`src/rtl/lpm_pkg.sv`:
```
package lpm_pkg;
  typedef enum logic [1:0] {
    ST_RUN   = 2'd0,
    ST_SLEEP = 2'd1,
    ST_STOP  = 2'd2,
    ST_WAKE  = 2'd3
  } lpm_state_e;

  typedef enum logic [1:0] {
    REQ_NONE = 2'd0,
    REQ_WFI  = 2'd1,
    REQ_WFE  = 2'd2,
    REQ_RET  = 2'd3
  } lpm_req_e;
endpackage

```
`src/rtl/lpm_entry_dec.sv`:
```
module lpm_entry_dec
  import lpm_pkg::*;
(
  input  logic     wfi_i,
  input  logic     wfe_i,
  input  logic     ret_i,
  input  logic     sleep_on_exit_i,
  input  logic     irq_act_i,
  input  logic     evt_pend_i,
  output lpm_req_e sel_o,
  output logic     go_o,
  output logic     consume_o
);
  // fixed priority: wfi, then wfe, then handler return
  always_comb begin
    sel_o = REQ_NONE;
    if (wfi_i)      sel_o = REQ_WFI;
    else if (wfe_i) sel_o = REQ_WFE;
    else if (ret_i) sel_o = REQ_RET;
  end

  always_comb begin
    go_o      = 1'b0;
    consume_o = 1'b0;
    unique case (sel_o)
      REQ_WFI: go_o = !irq_act_i;
      REQ_WFE: begin
        go_o      = !evt_pend_i;
        consume_o = evt_pend_i;
      end
      REQ_RET: go_o = sleep_on_exit_i && !irq_act_i;
      default: ;
    endcase
  end
endmodule

```
`src/rtl/lpm_wake_eval.sv`:
```
module lpm_wake_eval #(
  parameter int NUM_IRQ = 8
) (
  input  logic [NUM_IRQ-1:0] irq_pend_i,
  input  logic [NUM_IRQ-1:0] irq_en_i,
  input  logic               wake_evt_i,
  input  logic               kind_wfe_i,
  input  logic               sev_cap_i,
  output logic               irq_act_o,
  output logic               wake_o
);
  logic any_pend;

  assign irq_act_o = |(irq_pend_i & irq_en_i);
  assign any_pend  = |irq_pend_i;

  always_comb begin
    if (kind_wfe_i) wake_o = wake_evt_i || (sev_cap_i && any_pend);
    else            wake_o = irq_act_o;
  end
endmodule

```
`src/rtl/lpm_settle_cnt.sv`:
```
module lpm_settle_cnt #(
  parameter int CNT_W = 8
) (
  input  logic             clk,
  input  logic             rst_n,
  input  logic             load_i,
  input  logic [CNT_W-1:0] settle_i,
  input  logic [CNT_W-1:0] extra_i,
  input  logic             add_extra_i,
  input  logic             count_en_i,
  output logic             done_o
);
  localparam int TW = CNT_W + 1;

  logic [TW-1:0] cnt_q;
  logic [TW-1:0] cnt_d;
  logic          cnt_ce;

  always_comb begin
    cnt_d  = cnt_q;
    cnt_ce = 1'b0;
    if (load_i) begin
      cnt_ce = 1'b1;
      cnt_d  = {1'b0, settle_i} + (add_extra_i ? {1'b0, extra_i} : '0);
    end else if (count_en_i && (cnt_q != '0)) begin
      cnt_ce = 1'b1;
      cnt_d  = cnt_q - 1'b1;
    end
  end

  always_ff @(posedge clk or negedge rst_n) begin
    if (!rst_n)      cnt_q <= '0;
    else if (cnt_ce) cnt_q <= cnt_d;
  end

  assign done_o = (cnt_q == '0);
endmodule

```
`src/rtl/lpm_ctrl.sv`:
```
module lpm_ctrl
  import lpm_pkg::*;
#(
  parameter int NUM_IRQ = 8,
  parameter int CNT_W   = 8
) (
  input  logic               clk,
  input  logic               rst_n,
  input  logic               wfi_req,
  input  logic               wfe_req,
  input  logic               exc_ret,
  input  logic               deep_sel,
  input  logic               sleep_on_exit,
  input  logic               sev_on_pend,
  input  logic               flash_pd_en,
  input  logic [NUM_IRQ-1:0] irq_pend,
  input  logic [NUM_IRQ-1:0] irq_en,
  input  logic               wake_evt,
  input  logic [CNT_W-1:0]   osc_settle,
  input  logic [CNT_W-1:0]   flash_extra,
  output logic               core_clk_en,
  output logic               periph_clk_en,
  output logic               pll_osc_en,
  output logic               flash_pd_req,
  output logic               core_run
);
  lpm_state_e state_q, state_d;
  logic       kind_q, sev_q, fpd_q, latch_q;
  logic       latch_d, latch_ce, cap_ce;
  lpm_req_e   sel;
  logic       go, consume, irq_act, wake, cnt_done, cnt_load;
  logic       in_run;

  assign in_run = (state_q == ST_RUN);

  lpm_wake_eval #(.NUM_IRQ(NUM_IRQ)) wake_i (
    .irq_pend_i (irq_pend),
    .irq_en_i   (irq_en),
    .wake_evt_i (wake_evt),
    .kind_wfe_i (kind_q),
    .sev_cap_i  (sev_q),
    .irq_act_o  (irq_act),
    .wake_o     (wake)
  );

  lpm_entry_dec entry_i (
    .wfi_i           (wfi_req),
    .wfe_i           (wfe_req),
    .ret_i           (exc_ret),
    .sleep_on_exit_i (sleep_on_exit),
    .irq_act_i       (irq_act),
    .evt_pend_i      (latch_q || wake_evt),
    .sel_o           (sel),
    .go_o            (go),
    .consume_o       (consume)
  );

  lpm_settle_cnt #(.CNT_W(CNT_W)) cnt_i (
    .clk         (clk),
    .rst_n       (rst_n),
    .load_i      (cnt_load),
    .settle_i    (osc_settle),
    .extra_i     (flash_extra),
    .add_extra_i (fpd_q),
    .count_en_i  (state_q == ST_WAKE),
    .done_o      (cnt_done)
  );

  // next state
  always_comb begin
    state_d  = state_q;
    cnt_load = 1'b0;
    cap_ce   = 1'b0;
    unique case (state_q)
      ST_RUN: if (go) begin
        cap_ce  = 1'b1;
        state_d = deep_sel ? ST_STOP : ST_SLEEP;
      end
      ST_SLEEP: if (wake) state_d = ST_RUN;
      ST_STOP: if (wake) begin
        state_d  = ST_WAKE;
        cnt_load = 1'b1;
      end
      ST_WAKE: if (cnt_done) state_d = ST_RUN;
      default: state_d = ST_RUN;
    endcase
  end

  // event latch, updated only while running
  always_comb begin
    latch_ce = in_run && (consume || wake_evt);
    latch_d  = !consume;
  end

  always_ff @(posedge clk or negedge rst_n) begin
    if (!rst_n) state_q <= ST_RUN;
    else        state_q <= state_d;
  end

  always_ff @(posedge clk or negedge rst_n) begin
    if (!rst_n) begin
      kind_q <= 1'b0;
      sev_q  <= 1'b0;
      fpd_q  <= 1'b0;
    end else if (cap_ce) begin
      kind_q <= (sel == REQ_WFE);
      sev_q  <= sev_on_pend;
      fpd_q  <= flash_pd_en;
    end
  end

  always_ff @(posedge clk or negedge rst_n) begin
    if (!rst_n)        latch_q <= 1'b0;
    else if (latch_ce) latch_q <= latch_d;
  end

  assign core_run      = in_run;
  assign core_clk_en   = in_run;
  assign periph_clk_en = in_run || (state_q == ST_SLEEP);
  assign pll_osc_en    = (state_q != ST_STOP);
  assign flash_pd_req  = (state_q == ST_STOP) && fpd_q;
endmodule

```
`config.mk`:
```
export PLATFORM = sky130hd
export DESIGN_NAME = lpm_ctrl
export DESIGN_NICKNAME = d
export VERILOG_FILES = /design/src/rtl/lpm_pkg.sv /design/src/rtl/lpm_entry_dec.sv /design/src/rtl/lpm_wake_eval.sv /design/src/rtl/lpm_settle_cnt.sv /design/src/rtl/lpm_ctrl.sv
export SDC_FILE = /design/constraint.sdc
export NUM_CORES = 1
export LEC_CHECK = 0
export ABC_AREA = 1
export CORE_MARGIN = 5
export CORE_UTILIZATION = 43
export CTS_CLUSTER_SIZE = 24
export DETAILED_ROUTE_END_ITERATION = 16
export PLACE_DENSITY = 0.81
export SLEW_MARGIN = 10
export SYNTH_ARGS = -nofsm -noshare
export SYNTH_HDL_FRONTEND = slang
export SYNTH_SLANG_ARGS = --single-unit
```
`constraint.sdc`:
```
create_clock -name clk -period 1.87 [get_ports clk]
set_clock_uncertainty 0.2 [all_clocks]
set_input_delay 0.374 -clock clk [delete_from_list [all_inputs] [get_ports clk]]
set_output_delay 0.374 -clock clk [all_outputs]
set_load 0.1 [all_outputs]
```
# == After elaboration in Yosys (flattened, before gate mapping) ==
# Index checks and enable logic that the tools add are counted.
# op_classes
add_sub_neg,2
n_eq_ne,11
muxes,21
bitwise,1
reduce_logical,20
# op_table
op,n
two-way mux 9 bit,2
two-way mux 2 bit,8
OR reduction 8 bit,2
adder 8 x 9 -> 9 bit,1
zero test 9 bit,1
nonzero test 9 bit,1
"subtractor 9 x 1 -> 9 bit, second input constant",1
bitwise AND 8 bit,1
"equality test 2 bit, second input constant",4
two-way mux 1 bit,8
two-way mux 8 bit,1
"inequality test 2 bit, second input constant",4
one-hot mux 2 bit (4 select lines),1
logical AND 1 bit,5
"equality test 2 x 1 -> 1 bit, second input constant",2
logical OR 1 bit,4
AND reduction 4 bit,1
zero test 1 bit,3
one-hot mux 1 bit (3 select lines),1
zero test 2 bit,1
"inequality test 2 x 1 -> 1 bit, second input constant",1
AND reduction 2 bit,1
nonzero test 2 bit,1
# totals
regBits,15
inputBits,42
word_cells,61

# == Longest topological paths before layout ==
# logic_depth
word_depth,8
depth_mapped,14

# == Modules after synthesis ==
# From an unflattened synthesis, not the netlist that was laid out.
# unflattened
cells_unflattened,263
hier_area_um2,1599.0
# by_module_without_submodules
mod,n_inst,cells_per_inst,area_each_um2,seq_area_each_um2
lpm_settle_cnt,1,171,1072.3,225.2
lpm_ctrl,1,49,355.3,150.1
lpm_wake_eval,1,29,108.9,0.0
lpm_entry_dec,1,14,62.6,0.0

# == Least setup slack after synthesis ==
# No wires, ideal clock.
# synth_path
kind,register to output
start,register state_q[1]
end,output flash_pd_req
arrival_time_ns,2.639
setup_slack_ns,-1.343
path_stages_with_launch,5
path_cell_list,dfrtp_1 inv_2 nor2_4 inv_1 nor2_1
# synth_between
elab_chain_cells,2
# synth_rtl
element,line_no,text
from (decl),lpm_ctrl.sv:27,"lpm_state_e state_q, state_d;"
from (signal assigned),lpm_ctrl.sv:97,else state_q <= state_d;
equality test 2 bit,lpm_ctrl.sv:121,assign flash_pd_req = (state_q == ST_STOP) && fpd_q;
logical AND 1 bit,lpm_ctrl.sv:121,
to (decl),lpm_ctrl.sv:24,"output logic flash_pd_req,"
# No other way between the ends.

# == Worst setup path after layout ==
# layout_path
start,register fpd_q
end,register cnt_i.cnt_q[2]
# layout_between
elab_chain_cells,3
# layout_rtl
element,line_no,text
from (decl),lpm_ctrl.sv:28,"logic kind_q, sev_q, fpd_q, latch_q;"
from (signal assigned),lpm_ctrl.sv:108,fpd_q <= flash_pd_en;
two-way mux 8 bit,lpm_settle_cnt.sv:24,"cnt_d = {1'b0, settle_i} + (add_extra_i ? {1'b0, extra_i} : '0);"
adder 8 x 9 -> 9 bit,lpm_settle_cnt.sv:24,
two-way mux 9 bit,lpm_settle_cnt.sv:22,if (load_i) begin
to (signal assigned),lpm_settle_cnt.sv:33,else if (cnt_ce) cnt_q <= cnt_d;
to (decl),lpm_settle_cnt.sv:15,logic [TW-1:0] cnt_q;
# No other way between the ends.
# A chain may end at the register's enable or synchronous reset.

==> summary.md <==
| Metric | Value |
|---|---|
| CTS hold repair buffers | 0 |
| Global router's overall resource usage | between 10% and 20% |
| CTS Buf Count | 3 |
| Buffer and inverter count on the worst path | 2 |
| Relative area change from synthesis to final layout | 66.2% |
| Number of nets in the synthesized netlist | about 310 |
| Starting density of the core | 44.0% |
| First-pass GRT wire length | ~7.4 mm |
| Clock period minus worst slack | approximately 2.0 ns |
| CTS max path bufs | 2 |
| Count of pins on the block boundary | 47 |
| Ranking of synthesized cells by instance count | 87 x nand2_1, 37 x inv_1, 28 x nor2_1 |
| Largest voltage drop on the vdd net | between 0.001 and 0.0015 V |
| Core area | roughly 0.0036 mm^2 |
| Post-layout net count | around 390 |
| Endpoint kind of the worst setup timing path | register |
| Number of vias per cell | 4.88 |
| Post-Synthesis Cells | around 250 |
| Post-synth ARST share | 100% |
| Endpoint required time on the critical path | 1.81 ns |
| Violated checks | negative setup slack |
| Arrival time worst endpoint | about 1.9 ns |
| Post-layout instance area | 0.00264 mm^2 |
| Total Wirelength | around 4.6 mm |
| Final RePlAce weighted congestion | around 0.9 |
| Met3 wirelength from detailed routing | approximately 280 um |
| Largest stage delay on the critical path | 0.48 ns |
| Power consumption | between 3 and 4 mW |
| Hold WC Path Type | in -> async |
| DR pass1 iterations | 4 |
| Worst reg-to-reg setup slack | -0.11 ns |
| FILL cells | between 200 and 300 |
| Area leader, netlist | dfrtp_1 |
| Root cell of the clock tree | clkbuf_8 |
| Average cell area after synthesis | between 6 and 7 um^2 |
| Total vias in the final route | 1,859 |
| Final Hold Viols | 0 |
| Combined area of all synthesized cells | ~0.0016 mm^2 |
| Clock latency on the worst-skew pair | roughly 0.25 ns |
| Crit-path max FO | 8 |
| Number of warnings issued by yosys | 0 |
| Slowest cell on the critical path | dfrtp_2 |
| Leftover overflow at the end of global routing | 0 |
| Launching point of the worst reg2reg path | fpd_q |
| Die Area | 0.00500 mm^2 |
| Result of the run | finished, violations left |
| Count of input and output buffers | 46 |
| Worst slack on hold paths | 0.247 ns |
| Setup repair after global routing missed its margin | yes |
| Depth of the worst register-to-register path | 8 |
| Vias in the first global route | about 1,800 |
| Post-detailed-placement cell area | between 0.002 and 0.0025 mm^2 |
| Share of the clock period used by the worst path after layout | 106% |
| Actual slew at the worst max-slew pin | roughly 0.23 ns |
| Reg-to-reg endpoint | cnt_i.cnt_q[2] |
| Fmax | 506 MHz |
| Clock sink count | 15 |
| Synthesized flop and latch total | 15 |
| Critical path startpoint category | register |
| Cell family with most CP delay | adder cells |
| Total DRC errors in the routed layout | 0 |
| Total negative slack for setup checks | -0.359 ns |
| Post-DP HPWL | about 3.4 mm |
| Area occupied by registers | approximately 380 um^2 |
| Largest net degree at the start of global routing | 16 |
| Worst slew margin relative to its limit | 84.8% |
| Number of max-capacitance violations reported | 0 |
| Max-slew violations | 0 |
| P per Cell Area | ~1500 mW/mm^2 |
| Placed insts | about 370 |
| Type of the worst setup path | reg -> reg |
| Clock tree from TritonCTS | yes |
| Ys flop type | dfrtp_1 |
| Share of layout cells above drive strength 1 | between 30 and 40% |
| Sequential element share of the synthesized area | between 20% and 30% |
| Share of Yosys cell area claimed by the top area cell type | between 20% and 30% |
| Most frequent cell after synthesis | nand2_1 |
| Drt initial violations | a little under 90 |
| FP Rows | 22 |
| Number of antenna violations at the first check in global routing | 1 |
| Register clock-pin slew on the reported worst setup and hold paths | 0.06 ns |
| Crit-path cells | nand2_2 > inv_2 > ha_4 > fa_2 > buf_4 > xor2_1 > o21ai_1 > nand2_1 |
| Routed wl met2 | ~2.3 mm |
| Leakage power | around 1.3 nW |
| Routed Antenna Nets | 0 |
| Wire length the detailed router placed on met1 | 1.86 mm |
| Non-filler instance count after layout | between 300 and 400 |
| Multi-input gate area in the final layout | approximately 0.0012 mm^2 |
| Die width | roughly 71 um |
| Dominant cells by area after synthesis | dfrtp_1 24%, nand2_1 21%, inv_1 8.8% |
| Setup-failing EPs final | 5 |
| Average routed wire per standard cell | roughly 12 um |
| Number of distinct library cells after synthesis | 30 |
| Highest signal layer in the routed design | met4 |
| Depth of the CTS H-tree | 1 |
| Number of synthesized flops with an enable pin | 0 |
| Worst Setup Slack, final | -0.106 ns |
| Die boundary height | approximately 70 um |
cells in the final DEF (no fill, tap or decap), types with 4 or more instances in the layout:
cell and instances:
nand2_1 81, clkdlybuf4s50_1 37, inv_1 27, buf_4 27, nor2_1 24, dfrtp_1 13
inv_2 11, nand2_2 10, nand3_1 10, nor2_2 8, o21ai_1 8, a21oi_1 7
ha_4 7, buf_12 7, nand4_1 6, o21ai_2 4, xor2_1 4
power by group:
part / total, mW / switching, mW / internal [mW]
combinational: 2.97 / 1.66 / 1.31
sequential: 0.681 / 0.183 / 0.497
clock: 0.262 / 0.111 / 0.151
worst reg2reg max path, cell delays in order, from the launching register on:
cell and delay (ns):
dfrtp_2 0.48, nand2_2 0.11, inv_2 0.04, ha_4 0.16
fa_2 0.39, buf_4 0.15, xor2_1 0.14, o21ai_1 0.13
nand2_1 0.07
through the flow:
stage | setup slack [ns] | utilization [%]
2_1_floorplan | -0.544 | -
3_3_place_gp | -0.373 | 65.0
3_5_place_dp | -0.445 | 65.0
4_1_cts | -0.0557 | 70.5
5_1_grt | -0.193 | 73.1
6_report | -0.106 | 73.1
timing repair:
action | in CTS | in global routing
pin swaps | 23 | 10
buffers inserted | 6 | 4
resized for setup | 22 | 17
endpoints found under the setup margin | 9 | 13
layout make-up:
| class | count | area share (%) |
|---|---|---|
| flip-flops and latches | 15 | 14.3 |
| well taps | 48 | 2.28 |
| inverters | 40 | 6.03 |
| clock buffers | 4 | 1.71 |
| diodes | 1 | 0.0950 |
| repair buffers | 78 | 29.8 |
| multi-input cells | 195 | 45.7 |
flip-flops by register name (all words and copies together), names as in the netlist:
register     cells
cnt_i.cnt_q      9
sev_q            1
latch_q          1
fpd_q            1
state_q          2
kind_q           1
worst max-delay path by stage:
stage                     slack (ns)      startpoint              to  depth (start not counted)
final                          -0.11           fpd_q  cnt_i.cnt_q[2]                          8
after global routing           -0.19           fpd_q  cnt_i.cnt_q[4]                          9
after CTS                      -0.06           fpd_q  cnt_i.cnt_q[4]                          9
after detailed placement       -0.44  flash_extra[4]  cnt_i.cnt_q[7]                         14
after global placement         -0.37  flash_extra[4]  cnt_i.cnt_q[7]                         14
after floorplan                -0.54      state_q[1]    flash_pd_req                          4
cell families (layout without fill, tap and decap cells):
family          Yosys count  after routing  synth area share, %
compound gates           27             27                 9.55
xor+xnor                  6              6                 3.31
fa+ha+maj                10             10                 8.37
buf+inv                  44            122                 12.2
flops                    15             15                 23.7
other cells               0              1                    0
simple gates            152            152                 42.9
routing by layer:
layer	global-route usage, %	vias up
met4	6.68	0
met5	0	-
met3	4.12	8
met2	31.8	61
met1	21.3	839
li1	-	951
No activity file was read; power rests on OpenSTA's default activity.
